File: config.mk
export PLATFORM = sky130hd
export DESIGN_NAME = bcd_calendar_core
export DESIGN_NICKNAME = d
export VERILOG_FILES = /design/src/rtl/cal_pkg.sv /design/src/rtl/cal_prescaler.sv /design/src/rtl/bcd_pair_cnt.sv /design/src/rtl/bcd_calendar_core.sv
export SDC_FILE = /design/constraint.sdc
export NUM_CORES = 1
export LEC_CHECK = 0
export BUFFER_PORTS_ARGS = -buffer_cell sky130_fd_sc_hd__buf_4
export CORE_MARGIN = 1
export CORE_UTILIZATION = 49
export DETAILED_ROUTE_END_ITERATION = 7
export GPL_TIMING_DRIVEN = 0
export HOLD_SLACK_MARGIN = 0.03
export PLACE_DENSITY = 0.78
export SYNTH_ARGS = -nofsm -noshare
export SYNTH_HDL_FRONTEND = slang
export SYNTH_SLANG_ARGS = --single-unit
File: constraint.sdc
create_clock -name clk -period 2.4 [get_ports clk]
set_input_delay 0.24 -clock clk [delete_from_list [all_inputs] [get_ports clk]]
set_output_delay 0.24 -clock clk [all_outputs]
set_load 0.05 [all_outputs]
File: src/rtl/cal_pkg.sv
package cal_pkg;

  // True when a two-digit BCD year is a multiple of four (00 included).
  function automatic logic bcd_year_is_leap(input logic [7:0] yr);
    logic tens_odd;
    tens_odd = yr[4];
    if (!tens_odd) return (yr[3:0] == 4'd0) || (yr[3:0] == 4'd4) || (yr[3:0] == 4'd8);
    else           return (yr[3:0] == 4'd2) || (yr[3:0] == 4'd6);
  endfunction

  // Last valid day of a month, returned in BCD.
  function automatic logic [7:0] bcd_month_last_day(input logic [7:0] mon, input logic [7:0] yr);
    logic [7:0] last;
    case (mon)
      8'h02:                      last = bcd_year_is_leap(yr) ? 8'h29 : 8'h28;
      8'h04, 8'h06, 8'h09, 8'h11: last = 8'h30;
      default:                    last = 8'h31;
    endcase
    return last;
  endfunction

endpackage

File: src/rtl/cal_prescaler.sv
module cal_prescaler #(
  parameter int DIV_BITS = 15
) (
  input  logic clk,
  input  logic rst_n,
  input  logic ref_en,
  input  logic clr,
  output logic tick,
  output logic sq
);

  logic [DIV_BITS-1:0] cnt_q, cnt_d;

  always_comb begin
    cnt_d = cnt_q;
    if (clr)         cnt_d = '0;
    else if (ref_en) cnt_d = cnt_q + 1'b1;
  end

  always_ff @(posedge clk or negedge rst_n) begin
    if (!rst_n) cnt_q <= '0;
    else        cnt_q <= cnt_d;
  end

  assign tick = ref_en & ~clr & (&cnt_q);
  assign sq   = ~cnt_q[DIV_BITS-1];

  // the tick never lasts more than one cycle
  assert_tick_single_R2: assert property (@(posedge clk) disable iff (!rst_n)
    tick |=> !tick);

  // a clear leaves the divider at its start phase
  assert_clr_zero_R10: assert property (@(posedge clk) disable iff (!rst_n)
    clr |=> (cnt_q == '0) && !tick);

endmodule

File: src/rtl/bcd_pair_cnt.sv
module bcd_pair_cnt #(
  parameter logic [7:0] RST_VAL = 8'h00
) (
  input  logic       clk,
  input  logic       rst_n,
  input  logic       inc,
  input  logic       load,
  input  logic [7:0] ld_val,
  input  logic [7:0] lo_val,
  input  logic [7:0] hi_val,
  output logic [7:0] value,
  output logic       wrap
);

  logic [7:0] val_q, val_d;

  always_comb begin
    val_d = val_q;
    wrap  = 1'b0;
    if (load) begin
      val_d = ld_val;
    end else if (inc) begin
      if (val_q == hi_val) begin
        val_d = lo_val;
        wrap  = 1'b1;
      end else if (val_q[3:0] == 4'd9) begin
        val_d = {val_q[7:4] + 4'd1, 4'd0};
      end else begin
        val_d = {val_q[7:4], val_q[3:0] + 4'd1};
      end
    end
  end

  always_ff @(posedge clk or negedge rst_n) begin
    if (!rst_n) val_q <= RST_VAL;
    else        val_q <= val_d;
  end

  assign value = val_q;

  // an increment at the top of the range lands on the bottom value
  assert_wrap_R3: assert property (@(posedge clk) disable iff (!rst_n)
    (inc && !load && val_q == hi_val) |=> (val_q == $past(lo_val)));

  // with no increment and no load the field does not move
  assert_idle_R9: assert property (@(posedge clk) disable iff (!rst_n)
    (!inc && !load) |=> $stable(val_q));

endmodule

File: src/rtl/bcd_calendar_core.sv
module bcd_calendar_core #(
  parameter int PRESC_BITS = 15
) (
  input  logic       clk,
  input  logic       rst_n,
  input  logic       ref_en,
  input  logic       div_clr,
  input  logic       hold,
  input  logic       load,
  input  logic [7:0] ld_sec,
  input  logic [7:0] ld_min,
  input  logic [7:0] ld_hr,
  input  logic [2:0] ld_wday,
  input  logic [7:0] ld_day,
  input  logic [7:0] ld_mon,
  input  logic [7:0] ld_yr,
  output logic [7:0] sec_o,
  output logic [7:0] min_o,
  output logic [7:0] hr_o,
  output logic [2:0] wday_o,
  output logic [7:0] day_o,
  output logic [7:0] mon_o,
  output logic [7:0] yr_o,
  output logic       tick_1hz,
  output logic       sq_1hz
);
  import cal_pkg::*;

  localparam logic [2:0] WDAY_FIRST = 3'd1;
  localparam logic [2:0] WDAY_LAST  = 3'd7;

  logic sec_inc;
  logic sec_wrap, min_wrap, hr_wrap, day_wrap, mon_wrap, yr_wrap;
  logic [7:0] day_last;
  logic [2:0] wday_q, wday_d;

  cal_prescaler #(.DIV_BITS(PRESC_BITS)) presc_i (
    .clk(clk), .rst_n(rst_n), .ref_en(ref_en), .clr(div_clr),
    .tick(tick_1hz), .sq(sq_1hz)
  );

  assign sec_inc  = tick_1hz & ~hold;
  assign day_last = bcd_month_last_day(mon_o, yr_o);

  bcd_pair_cnt #(.RST_VAL(8'h00)) sec_i (
    .clk(clk), .rst_n(rst_n), .inc(sec_inc), .load(load), .ld_val(ld_sec),
    .lo_val(8'h00), .hi_val(8'h59), .value(sec_o), .wrap(sec_wrap));

  bcd_pair_cnt #(.RST_VAL(8'h00)) min_i (
    .clk(clk), .rst_n(rst_n), .inc(sec_wrap), .load(load), .ld_val(ld_min),
    .lo_val(8'h00), .hi_val(8'h59), .value(min_o), .wrap(min_wrap));

  bcd_pair_cnt #(.RST_VAL(8'h00)) hr_i (
    .clk(clk), .rst_n(rst_n), .inc(min_wrap), .load(load), .ld_val(ld_hr),
    .lo_val(8'h00), .hi_val(8'h23), .value(hr_o), .wrap(hr_wrap));

  bcd_pair_cnt #(.RST_VAL(8'h01)) day_i (
    .clk(clk), .rst_n(rst_n), .inc(hr_wrap), .load(load), .ld_val(ld_day),
    .lo_val(8'h01), .hi_val(day_last), .value(day_o), .wrap(day_wrap));

  bcd_pair_cnt #(.RST_VAL(8'h01)) mon_i (
    .clk(clk), .rst_n(rst_n), .inc(day_wrap), .load(load), .ld_val(ld_mon),
    .lo_val(8'h01), .hi_val(8'h12), .value(mon_o), .wrap(mon_wrap));

  bcd_pair_cnt #(.RST_VAL(8'h00)) yr_i (
    .clk(clk), .rst_n(rst_n), .inc(mon_wrap), .load(load), .ld_val(ld_yr),
    .lo_val(8'h00), .hi_val(8'h99), .value(yr_o), .wrap(yr_wrap));

  // Weekday: advances together with the day of month
  always_comb begin
    wday_d = wday_q;
    if (load)         wday_d = ld_wday;
    else if (hr_wrap) wday_d = (wday_q == WDAY_LAST) ? WDAY_FIRST : wday_q + 3'd1;
  end

  always_ff @(posedge clk or negedge rst_n) begin
    if (!rst_n) wday_q <= WDAY_FIRST;
    else        wday_q <= wday_d;
  end

  assign wday_o = wday_q;

  // a load replaces every field on the next edge
  assert_load_all_R11: assert property (@(posedge clk) disable iff (!rst_n)
    load |=> (sec_o == $past(ld_sec) && min_o == $past(ld_min) && hr_o == $past(ld_hr) &&
              wday_o == $past(ld_wday) && day_o == $past(ld_day) &&
              mon_o == $past(ld_mon) && yr_o == $past(ld_yr)));

  // hold freezes the whole calendar
  assert_hold_frozen_R9: assert property (@(posedge clk) disable iff (!rst_n)
    (hold && !load) |=> $stable({sec_o, min_o, hr_o, wday_o, day_o, mon_o, yr_o}));

  // the weekday moves whenever the day moves
  assert_wday_moves_R8: assert property (@(posedge clk) disable iff (!rst_n)
    hr_wrap |=> (wday_o != $past(wday_o)));

  // leaving the last day of a month lands on day 01
  assert_month_end_R5: assert property (@(posedge clk) disable iff (!rst_n)
    day_wrap |=> (day_o == 8'h01));

  // February 28 of a leap year is followed by February 29
  assert_leap_feb_R6: assert property (@(posedge clk) disable iff (!rst_n)
    (hr_wrap && !load && mon_o == 8'h02 && day_o == 8'h28 && bcd_year_is_leap(yr_o))
      |=> (day_o == 8'h29 && mon_o == 8'h02));

  // the year only changes on a month wrap or a load
  assert_year_step_R7: assert property (@(posedge clk) disable iff (!rst_n)
    (!mon_wrap && !load) |=> $stable(yr_o));

endmodule

## Word-level counts from Yosys, hierarchy flattened

Cells that the tools add are included.

| operators by class | value |
|---|---|
| add/subtract/negate cells | 14 |
| eq/ne operators | 22 |
| mux-type cells | 48 |
| bitwise operators | 6 |
| reductions and logical operators | 25 |

Operator list:

| cell | number |
|---|---|
| $mux 8 | 24 |
| $add 4x1->4 const B | 12 |
| $mux 15 | 2 |
| $eq 4x4->1 const B | 7 |
| $mux 1 | 18 |
| $reduce_bool 3->1 | 6 |
| $eq 8x3->1 const B | 2 |
| $eq 8x5->1 const B | 2 |
| $eq 8x7->1 const B | 2 |
| $add 15x1->15 const B | 1 |
| $reduce_and 15->1 | 1 |
| $reduce_bool 2->1 | 7 |
| $reduce_and 2->1 | 6 |
| $pmux 5 s2 | 1 |
| $mux 3 | 3 |
| $eq 4x3->1 const B | 2 |
| $eq 8x2->1 const B | 1 |
| $eq 8x4->1 const B | 1 |
| $eq 8x6->1 | 1 |
| $eq 8x6->1 const B | 1 |
| $eq 8x8->1 const B | 1 |
| $eq 4x2->1 const B | 1 |
| $logic_not 4->1 | 1 |
| $reduce_or 4->1 | 1 |
| other kinds (5) | 11 |

| storage, ports and cells | value |
|---|---|
| register bits | 66 |
| input bits | 57 |
| logic and storage cells | 129 |

## Depth between registers and ports, before layout

| logic depth | value |
|---|---|
| word-level depth | 16 |
| depth in mapped cells | 11 |

## Hierarchy

A second synthesis with hierarchy kept.

| unflattened totals | value |
|---|---|
| cell total of the unflattened synthesis | 590 |
| area, all modules | 5372.7 um2 |

Modules (own cells, without submodules):

| module | instances | cells an instance | area each (um2) |
|---|---|---|---|
| bcd_pair_cnt (hr_i ...) | 4 | 79 | 714.4 |
| bcd_pair_cnt (day_i ...) | 2 | 79 | 715.7 |
| cal_prescaler | 1 | 82 | 803.3 |
| bcd_calendar_core | 1 | 34 | 280.3 |

## Worst setup path after synthesis

No wires, ideal clock.

| timing path | value |
|---|---|
| path type | flip-flop to flip-flop |
| from | register mon_i.val_q[1], in the netlist mon_i.value[1] |
| to | register yr_i.val_q[4], in the netlist yr_i.value[4] |
| arrival time | 2545 ps |
| required time | 2275 ps |
| setup slack | -270 ps |
| stages on the path, launching flop included | 8 |
| clock period less this slack | 2670 ps |
| cell sequence | dfrtp_1 nor4b_4 nand3_2 mux2i_1 or4b_4 a21oi_4 a31oi_4 mux2_4 |

| on the way | value |
|---|---|
| longest elaborated chain between the ends | 11 |
| elaborated cells between the ends (all ways) | 17 |

Ends and longest elaborated chain:

| element | line | text |
|---|---|---|
| start, declared | bcd_pair_cnt.sv:15 | `logic [7:0] val_q, val_d;` |
| start signal, assigned | bcd_pair_cnt.sv:36 | `else val_q <= val_d;` |
| $eq 8x3->1, or another cell as far along | cal_pkg.sv:14 | `case (mon)` |
| $reduce_or 4->1 | cal_pkg.sv:14 |  |
| $pmux 5 s2 | cal_pkg.sv:14 |  |
| $eq 8x6->1 | bcd_pair_cnt.sv:23 | `if (val_q == hi_val) begin` |
| $mux 1 | bcd_pair_cnt.sv:23 |  |
| $mux 1 | bcd_pair_cnt.sv:22 | `end else if (inc) begin` |
| $mux 1 | bcd_pair_cnt.sv:20 | `if (load) begin` |
| $mux 1 (*) | bcd_pair_cnt.sv:22 |  |
| $mux 1 (*) | bcd_pair_cnt.sv:20 |  |
| $reduce_bool 2->1 (no source line) (*) | - |  |
| $reduce_and 2->1 (no source line) (*) | - |  |
| end signal, assigned | bcd_pair_cnt.sv:36 |  |
| end, declared | bcd_pair_cnt.sv:15 |  |

Mark *: on every way between the ends. The rest lies on a longest branch, timed or not.
A chain may end at the register's enable or synchronous reset.

## Worst setup path after layout

| timing path | value |
|---|---|
| from | register mon_i.val_q[3], in the netlist mon_i.value[3] |
| to | register yr_i.val_q[4], in the netlist yr_i.value[4] |

Same word-level chain as after synthesis.

==> key figures <==
Pwr
  – Internal Power: 0.002108 W
  – Sw Share: between 30% and 40%
  – Seq pwr share: about two fifths
  – Total power: 0.003360 W
  – Combinational group share of total power: 30.1%
  – Worst vdd ir: 0.0003378 V
  – Power density cells: 565.5 mW/mm^2
  – Sw Pwr: ~0.0013 W
  – Clock network power share: 29.6%
  – Lkg Pwr: 2.621 nW

Synth
  – Most common cell in the synthesized netlist: dfrtp_1
  – Post-synth EDFFs: 0
  – Mapped Area: 0.004324 mm^2
  – Yosys top cell area share: between 30% and 40%
  – Biggest area consumer among synthesized cells: dfrtp_1
  – Cell count after synthesis: 495
  – Yosys reg bits: 66
  – Mapped Nets: 575
  – Register area share after synthesis: about two fifths
  – Top_reg_cell synth: dfrtp_1
  – Asr flop ratio synth: 100.0%
  – Ys Warns: 0
  – Syn avg cell area: 8.736 um^2
  – Synth top area cells: dfrtp_1, ha_1, nor2_1
  – Most frequent cells after synthesis: dfrtp_1, nor2_1, nand2_1
  – Post-synthesis cell type count: 69

Cells and area
  – # diodes: 0
  – Fin cells: 746
  – Nets: around 720
  – Final core occ: a little under three quarters
  – Fillcell total: about 650
  – Area grow syn2layout: 37.38%
  – Share of layout cells above drive strength 1: 33.39%
  – Finished Cell Area: 0.005941 mm^2

Floorplanning
  – CORE AREA: 0.008382 mm^2
  – Ports: 110
  – FP Rows: 33
  – Die Span Y: 95.94 um
  – Die area: 0.009204 mm^2
  – Die X: 95.94 um
  – Initial Utilization: 51.59%

Run
  – Max cap viols: 0

CTS
  – Clock root buffer: clkbuf_8
  – Clock slew at reported path FFs: 0.08 ns
  – Clock Path Buffers: 2
  – Sink Count: 66
  – H-tree depth: 3
  – CTS tree: built
  – Skew-Pair Late Insertion Delay: roughly 0.35 ns
  – Total CTS buffers: 9

Timing
  – RSZ-0062 raised after global routing: yes
  – Final worst-path cycle share: 108.0%
  – Highest clock rate: a little under 0.4 GHz
  – PnR worst setup slack: -0.1925 ns
  – Final Critical Period: 2.593 ns
  – Hold Violations, Final: 0
  – Slew @ Worst Pin: slightly below 0.9 ns
  – Layout Skew: 0.01645 ns
  – Max-slew headroom: 41.93%
  – Max-slew violations: 0
  – Setup violations, final: 19

Detailed routing
  – First-pass DRT Iterations: 5
  – DRC viols: 0
  – 1st-iter DRT viols: about 260
  – Post-route antenna net violation count: 0
  – Vias per cell: 6.122
  – Vias: about 4600
  – Post-Route WL: 13600 um
  – Avg WL per Cell: 18.22 um

Setup path
  – Worst r2r src: mon_i.value[3]
  – Kind of critical path: flip-flop to flip-flop
  – Critical path arrival: 2.83 ns
  – Worst R2R Path Depth: 8
  – CP required: 2.64 ns
  – Endpoint class of the critical path: flip-flop
  – Critical path origin: mon_i.value[3]
  – CP startpoint kind: flip-flop
  – Worst Path Max Fanout: 7

Global route
  – Largest net degree at the start of global routing: 67
  – Global-route wire length before repair: 20150 um
  – Number of global-route vias before repair: approximately 4200
  – GRT Overall Usage: about 29%
  – Initial antenna violation count: 0
  – Total grt overflow: 0

Outcome
  – Violations in the final reports: setup timing
  – Status: complete, but fails checks

Placement
  – HPWL after DPL: around 9000 um
  – Placed insts: 708
  – DP Area: 0.005295 mm^2
  – PortBufs: 108
  – RD Place Congestion: 0.9389

Worst hold path
  – Hold wc startpoint: ld_min[3]
  – Hold path cells: 2
  – Class of the worst hold path: input pin to flip-flop
==> power by group through the flow <==
stage / Combinational [W] / Clock (W) / Sequential, W
global route: 0.00108 / 0.00105 / 0.00137
finish: 0.00101 / 0.000995 / 0.00135
global placement: 0.000915 / 0 / 0.00136
floorplan: 0.000303 / 0 / 0.00164
CTS: 0.000968 / 0.00100 / 0.00134
detailed placement: 0.000934 / 0 / 0.00136
==> cells in the final DEF, fill, tap and decap left out, drive strengths merged, types with 11 or more instances in the layout <==
master  count
buf       135
dfrtp      63
nor2       52
nand2      44
o21ai      38
a21oi      30
clkbuf     27
nand3      26
ha         23
inv        19
nor3       18
nand4      12
and3       11
==> repair_timing <==
| item | in CTS | in global routing |
|---|---|---|
| buffers inserted | 15 | 7 |
| pin swaps | 6 | 16 |
| gates resized for setup | 13 | 37 |
| gates cloned | 0 | 1 |
| hold buffers | 1 | 0 |
| setup endpoints to repair | 31 | 35 |
| endpoints found under the hold margin | 6 | 0 |
==> sequential cells by signal (all words and copies together) (netlist names) <==
signal / count
presc_i.cnt_q: 15
day_i.value: 8
min_i.value: 8
sec_i.value: 8
hr_i.value: 8
wday_o: 3
yr_i.value: 8
mon_i.value: 8
==> layer usage <==
metal	routed length (um)	GRT usage, %	part of all wire [%]
met1	5538	36.43	41
met3	931	4.502	6.8
met5	0	0	0
met2	6782	48.93	50
met4	343	11.57	2.5
==> cell families (layout without fill, tap and decap cells) <==
family	Yosys count	after routing	synth area share (%)
simple gates	220	220	27.17
compound gates	117	117	17.71
flops	66	66	38.28
buf+inv	41	187	4.051
fa+ha+maj	23	23	6.655
xor+xnor	17	17	3.443
mux	11	11	2.691
==> metrics by stage <==
step	setup slack (ns)	hold WS, ns	setup TNS (ns)
after floorplan	-0.1077	-0.05559	-0.2752
after global placement	-0.2886	0.3994	-4.095
after detailed placement	-0.3333	0.3973	-4.939
after CTS	-0.1212	0.09262	-1.120
after global routing	-0.2498	0.09861	-4.294
final	-0.1925	0.09296	-2.052
==> critical path, stage by stage (launching register included) <==
cell	delay, ns
dfrtp_2	0.45
nor4b_4	0.38
nand3_2	0.13
mux2i_1	0.23
or4b_4	0.53
a21oi_4	0.16
buf_12	0.15
a31oi_4	0.11
mux2_4	0.34
==> area by class of cell <==
cell class	instances	area, um^2	area share, %
clock buffer	11	151.4	2.548
sequential	66	1668	28.07
multi-input combinational	388	2756	46.40
tap	105	131.4	2.211
clock inverter	5	52.55	0.8846
buffer	20	88.84	1.495
timing repair buffer	132	1021	17.19
inverter	19	71.32	1.201
==> worst paths after layout <==
path / slack (ns) / end
max: -0.19 / yr_i.value[4]
min: 0.09 / min_i.value[3]
max reg2reg: -0.19 / yr_i.value[4]
min reg2reg: 0.55 / yr_i.value[7]
max in group asynchronous: 1.23 / sec_i.value[0]
min in group asynchronous: 0.50 / day_i.value[5]
Note: power is estimated with default switching activity, not from simulation.
